--- src/rtl/uart_irq_pkg.sv ---
package uart_irq_pkg;
  typedef enum logic [1:0] {
    SRC_MODEM = 2'b00,
    SRC_THRE  = 2'b01,
    SRC_RDA   = 2'b10,
    SRC_LINE  = 2'b11
  } irq_src_e;

  function automatic int unsigned trig_level(input logic [1:0] sel);
    case (sel)
      2'b00:   return 1;
      2'b01:   return 4;
      2'b10:   return 8;
      default: return 14;
    endcase
  endfunction
endpackage

--- src/rtl/uart_irq_modem.sv ---
module uart_irq_modem (
  input  logic       clk_i,
  input  logic       rst_ni,
  input  logic       cts_i,
  input  logic       dsr_i,
  input  logic       ri_i,
  input  logic       dcd_i,
  input  logic       msr_rd_i,
  output logic [7:0] msr_o,
  output logic       pend_o
);
  localparam int NLINES = 4;
  localparam int RI_IDX = 2;

  logic [NLINES-1:0] lvl, lvl_q, ev, delta_q;

  assign lvl = {dcd_i, ri_i, dsr_i, cts_i};

  always_ff @(posedge clk_i or negedge rst_ni)
    if (!rst_ni) lvl_q <= '0;
    else         lvl_q <= lvl;

  for (genvar i = 0; i < NLINES; i++) begin : g_line
    if (i == RI_IDX) begin : g_trail
      assign ev[i] = lvl_q[i] & ~lvl[i];
    end else begin : g_chg
      assign ev[i] = lvl_q[i] ^ lvl[i];
    end

    // event wins over read clear
    always_ff @(posedge clk_i or negedge rst_ni)
      if (!rst_ni)       delta_q[i] <= 1'b0;
      else if (ev[i])    delta_q[i] <= 1'b1;
      else if (msr_rd_i) delta_q[i] <= 1'b0;


    delta_set_chk: assert property (@(posedge clk_i) disable iff (!rst_ni)
      ev[i] |=> delta_q[i]);

    delta_clr_chk: assert property (@(posedge clk_i) disable iff (!rst_ni)
      (msr_rd_i && !ev[i]) |=> !delta_q[i]);
  end

  assign msr_o  = {lvl, delta_q};
  assign pend_o = |delta_q;
endmodule

--- src/rtl/uart_irq_thre.sv ---
module uart_irq_thre (
  input  logic clk_i,
  input  logic rst_ni,
  input  logic thr_empty_i,
  input  logic iir_rd_i,
  input  logic sel_i,
  output logic pend_o
);
  logic empty_q, pend_q;
  logic rise;

  assign rise = thr_empty_i & ~empty_q;

  always_ff @(posedge clk_i or negedge rst_ni)
    if (!rst_ni) begin
      empty_q <= 1'b0;
      pend_q  <= 1'b0;
    end else begin
      empty_q <= thr_empty_i;
      if (!thr_empty_i)          pend_q <= 1'b0;
      else if (rise)             pend_q <= 1'b1;
      else if (iir_rd_i && sel_i) pend_q <= 1'b0;
    end

  assign pend_o = pend_q;


  thre_set_chk: assert property (@(posedge clk_i) disable iff (!rst_ni)
    rise |=> pend_q);

  thre_rd_clr_chk: assert property (@(posedge clk_i) disable iff (!rst_ni)
    (iir_rd_i && sel_i && !rise) |=> !pend_q);
endmodule

--- src/rtl/uart_irq_prio.sv ---
module uart_irq_prio
  import uart_irq_pkg::*;
#(
  parameter int CNT_W = 5
) (
  input  logic [3:0]       ier_i,
  input  logic             fifo_en_i,
  input  logic [1:0]       trig_sel_i,
  input  logic [CNT_W-1:0] rx_count_i,
  input  logic             rx_ready_i,
  input  logic             rx_timeout_i,
  input  logic             line_err_i,
  input  logic             thre_pend_i,
  input  logic             modem_pend_i,
  output logic [7:0]       iir_o,
  output logic             irq_o,
  output logic             thre_sel_o
);
  logic rda_lvl, to_act;
  logic en_line, en_rda, en_thre, en_ms;
  irq_src_e src;

  always_comb begin
    rda_lvl = fifo_en_i ? (rx_count_i >= CNT_W'(trig_level(trig_sel_i))) : rx_ready_i;
    to_act  = fifo_en_i & rx_timeout_i;
    en_line = ier_i[2] & line_err_i;
    en_rda  = ier_i[0] & (rda_lvl | to_act);
    en_thre = ier_i[1] & thre_pend_i;
    en_ms   = ier_i[3] & modem_pend_i;

    if (en_line)      src = SRC_LINE;
    else if (en_rda)  src = SRC_RDA;
    else if (en_thre) src = SRC_THRE;
    else              src = SRC_MODEM;

    irq_o      = en_line | en_rda | en_thre | en_ms;
    thre_sel_o = irq_o && (src == SRC_THRE);

    iir_o      = {fifo_en_i, fifo_en_i, 2'b00, 1'b0, 2'b00, 1'b1};
    if (irq_o) begin
      iir_o[0]   = 1'b0;
      iir_o[2:1] = src;
      iir_o[3]   = (src == SRC_RDA) & to_act;
    end
  end
endmodule

--- src/rtl/uart_irq_id.sv ---
module uart_irq_id #(
  parameter int FIFO_DEPTH = 16,
  localparam int CNT_W = $clog2(FIFO_DEPTH + 1)
) (
  input  logic             clk_i,
  input  logic             rst_ni,
  input  logic [3:0]       ier_i,
  input  logic             fifo_en_i,
  input  logic [1:0]       trig_sel_i,
  input  logic [CNT_W-1:0] rx_count_i,
  input  logic             rx_ready_i,
  input  logic             rx_timeout_i,
  input  logic             line_err_i,
  input  logic             thr_empty_i,
  input  logic             cts_i,
  input  logic             dsr_i,
  input  logic             ri_i,
  input  logic             dcd_i,
  input  logic             iir_rd_i,
  input  logic             msr_rd_i,
  output logic [7:0]       iir_o,
  output logic [7:0]       msr_o,
  output logic             irq_o
);
  logic thre_pend, thre_sel, modem_pend;

  uart_irq_modem u_modem (
    .clk_i    (clk_i),
    .rst_ni   (rst_ni),
    .cts_i    (cts_i),
    .dsr_i    (dsr_i),
    .ri_i     (ri_i),
    .dcd_i    (dcd_i),
    .msr_rd_i (msr_rd_i),
    .msr_o    (msr_o),
    .pend_o   (modem_pend)
  );

  uart_irq_thre u_thre (
    .clk_i       (clk_i),
    .rst_ni      (rst_ni),
    .thr_empty_i (thr_empty_i),
    .iir_rd_i    (iir_rd_i),
    .sel_i       (thre_sel),
    .pend_o      (thre_pend)
  );

  uart_irq_prio #(.CNT_W(CNT_W)) u_prio (
    .ier_i        (ier_i),
    .fifo_en_i    (fifo_en_i),
    .trig_sel_i   (trig_sel_i),
    .rx_count_i   (rx_count_i),
    .rx_ready_i   (rx_ready_i),
    .rx_timeout_i (rx_timeout_i),
    .line_err_i   (line_err_i),
    .thre_pend_i  (thre_pend),
    .modem_pend_i (modem_pend),
    .iir_o        (iir_o),
    .irq_o        (irq_o),
    .thre_sel_o   (thre_sel)
  );


  irq_match_chk: assert property (@(posedge clk_i) disable iff (!rst_ni)
    irq_o == !iir_o[0]);

  idle_code_chk: assert property (@(posedge clk_i) disable iff (!rst_ni)
    !irq_o |-> (iir_o[3:1] == 3'b000));

  fifo_bits_chk: assert property (@(posedge clk_i) disable iff (!rst_ni)
    (iir_o[7] == iir_o[6]) && (iir_o[5:4] == 2'b00));
endmodule

--- config.mk ---
export PLATFORM = sky130hd
export DESIGN_NAME = uart_irq_id
export DESIGN_NICKNAME = d
export VERILOG_FILES = /design/src/rtl/uart_irq_pkg.sv /design/src/rtl/uart_irq_modem.sv /design/src/rtl/uart_irq_thre.sv /design/src/rtl/uart_irq_prio.sv /design/src/rtl/uart_irq_id.sv
export SDC_FILE = /design/constraint.sdc
export NUM_CORES = 1
export LEC_CHECK = 0
export BUFFER_PORTS_ARGS = -buffer_cell sky130_fd_sc_hd__buf_2
export CAP_MARGIN = 20
export CORE_ASPECT_RATIO = 0.9
export CORE_UTILIZATION = 39
export CTS_CLUSTER_DIAMETER = 60
export DETAILED_ROUTE_END_ITERATION = 8
export PLACE_DENSITY = 0.77
export SLEW_MARGIN = 20
export SYNTH_ARGS = -nofsm -noshare
export SYNTH_HDL_FRONTEND = slang
export SYNTH_SLANG_ARGS = --single-unit
export TNS_END_PERCENT = 5
--- constraint.sdc ---
create_clock -name clk_i -period 2 [get_ports clk_i]
set_input_delay 0.3 -clock clk_i [delete_from_list [all_inputs] [get_ports clk_i]]
set_output_delay 0.3 -clock clk_i [all_outputs]
set_load 0.02 [all_outputs]
==> summary.md <==
| Metric | Value |
|---|---|
| Commonest non-fill, non-tap cell in the layout | buf_2 |
| Die X | roughly 43 um |
| Tot GR Track Use | between 10% and 20% |
| Worst Setup Slack, final | roughly 100 ps |
| R2r worst-path depth | 3 |
| Routed vias/inst | 4.719 |
| Final-report hold violation count | 0 |
| Yosys reg bits | 10 |
| Share of cells above drive strength 1 | between 40% and 50% |
| # Max-Cap Violations | 0 |
| Top cell type's share of synthesized area | 43.01% |
| WS Path Type | in -> out |
| Grt total ovfl | 0 |
| Class of the most critical hold timing path | in -> reg |
| Area grow syn2layout | 36.99% |
| Count of final setup violators | 0 |
| Initial antenna violation count | 0 |
| Pin count of the biggest net entering global routing | 11 |
| WL per Instance | roughly 10 um |
| Synth unique cells | 20 |
| Initial Util | between 40% and 50% |
| Vias | between 500 and 600 |
| Synth Area in Simple Gates | 7.742% |
| Mapped cell area | around 580 um2 |
| First-pass GRT wire length | 1.904 mm |
| DRT Pass-1 Iters | 4 |
| Register area share after synthesis | between 40 and 50% |
| Synth warn | 0 |
| Commonest cells after routing, fill and taps aside | 37 x buf_2, 12 x inv_1, 10 x dfrtp_1 |
| Static leakage | between 0.4 and 0.5 nW |
| Io pins | 41 |
| Reg2reg start | u_thre.empty_q |
| Worst-path clk slew | roughly 60 ps |
| NumNets Final | about 130 |
| Drt total wl | approximately 1.2 mm |
| Nature of the critical path endpoint | output port |
| Port bufs | 38 |
| Clock sink count | 10 |
| Synth Area per Inst | 9.384 um2 |
| Setup crit start | trig_sel_i[0] |
| Number of global-route vias before repair | around 480 |
| Final GP Congestion | 0.7177 |
| Design area | about 800 um2 |
| Skew final | 3.845 ps |
| DRC | 0 |
| Worst skew pair latency | about 270 ps |
| Synth Area in Compound Gates | 17.42% |
| Min cycle time layout | between 1500 and 2000 ps |
| Initial DRC Count | 16 |
| Crit start category | input port |
| Synthesized instance count | between 60 and 70 |
| CTS HTree Levels | 1 |
| Design Power | roughly 0.00055 W |
| Status | finished, final reports clean |
| Final hold slack | ~140 ps |
| Dominant combinational cell family by area after synthesis | buffers and inverters |
| CTS tree | built |
| Fmax | 527.4 MHz |
| Xor/xnor share of the synthesized area | between 4 and 5% |
| Pwr dens | between 600 and 700 nW/um2 |
| Multiplexer share of the synthesized area | 0% |
| Placed cell areas | between 700 and 800 um2 |
| Synth area leader | dfrtp_1 |
| Largest cells by area after synthesis | dfrtp_1 43%, buf_4 10%, ha_1 8.6% |
| Worst Path Required | 1700 ps |
| CTS Root Cell | clkbuf_4 |
| Die footprint | ~1700 um2 |
| Synth Area in Adders | between 8 and 9% |
| R2r endpoint | u_thre.pend_o |
| Core box area | between 1000 and 1500 um2 |
| Clk buf depth | 2 |
| R2R Setup Slk | 1240 ps |
| VDD IR-drop max | approximately 0.00044 V |
| CTS buffer count | 3 |
| Arr. time, crit path | around 1600 ps |
| Pre-CTS setup slack | ~19 ps |
| Row cnt | 12 |
| Critical path fanouts, max | 3 |
| Dpl hpwl | 988.4 um |
| Fill count | 120 |
| Antenna Cells | 0 |
| CP Capture Point | iir_o[2] |
| Die Y | roughly 39 um |
| Fin. max-slew vios | 0 |
| Post-route ant nets | 0 |
| Part of the cycle the worst path needs | a little over nine tenths |
[stage by stage]
stage | util, % | TNS [ps] | std cells
after detailed placement | 56.71 | 0 | 108
after floorplan | - | 0 | 63
after CTS | 60.25 | 0 | 113
after global placement | 56.71 | 0 | 108
final | 61.02 | 0 | 114
after global routing | 61.02 | -21.47 | 114
[cell type report]
type                    instances  area (um2)  share of cell area, %
clock buffers                   4       36.28                  4.553
inverters                      12       45.04                  5.651
multi-input cells              33       230.2                  28.89
flip-flops and latches         10       250.2                  31.40
well taps                      14       17.52                  2.198
repair buffers                 41       217.7                  27.32
[state kept, by name, indices dropped and copies added (netlist names)]
signal / count
u_modem.msr_o: 4
u_thre.empty_q: 1
u_thre.pend_o: 1
u_modem.lvl_q: 4
[cells in the mapped netlist]
master and n:
nor2_1 2, ha_1 4, buf_4 8, conb_1 1
o41ai_1 1, nand3_1 2, xnor2_1 3, dfrtp_1 10
and3_1 1, o21ai_0 6, nand2_1 4, a21oi_1 1
o41a_1 1, nor2b_1 1, a41oi_1 1, a311oi_2 1
a31o_2 1, o22ai_1 1, o21a_1 1, inv_1 12
[critical path, stage by stage]
cell	delay, ps
buf_2	100
inv_1	40
ha_1	290
a21oi_1	120
o21ai_1	110
a311oi_2	280
buf_4	170
inv_1	30
buf_2	140
[how the worst min path moves through the flow]
stage               slack (ps)  cells past startpoint         from          endpoint
floorplan                    4                      0       rst_ni  u_modem.lvl_q[0]
global placement           170                      1       rst_ni  u_modem.lvl_q[2]
detailed placement         170                      1       rst_ni  u_modem.lvl_q[2]
CTS                        140                      1  thr_empty_i    u_thre.empty_q
global route               130                      1  thr_empty_i    u_thre.empty_q
finish                     140                      1  thr_empty_i    u_thre.empty_q
[cell families after synthesis]
family	after synthesis
DFF	10
other	1
AOI/OAI and AO/OA	14
xor gates and xnor gates	3
and+or+nand+nor	10
buffers and inverters	20
adders and majority gates	4
[per-layer routing]
metal	up-vias	global-route usage, %	share of wire [%]
li1	274	-	-
met1	243	18.31	42
met2	19	27.27	52
met3	2	8.411	5.9
met4	0	9.375	0.67
met5	-	0	0
[timing repair]
item	in CTS	in global routing
hold buffers	1	0
gates resized for setup	0	2
endpoints found under the setup margin	0	4
hold endpoints to repair	10	0
setup buffers	0	1
[report_power, final]
part	switching (W)	internal [W]	total, W	leakage, nW
clock	0.0000683	0.000111	0.000179	0.0210
sequential	0.00000992	0.000218	0.000228	0.115
combinational	0.0000825	0.0000634	0.000146	0.322
total	0.000161	0.000392	0.000552	0.459
Power figures use the tool's default switching activity.
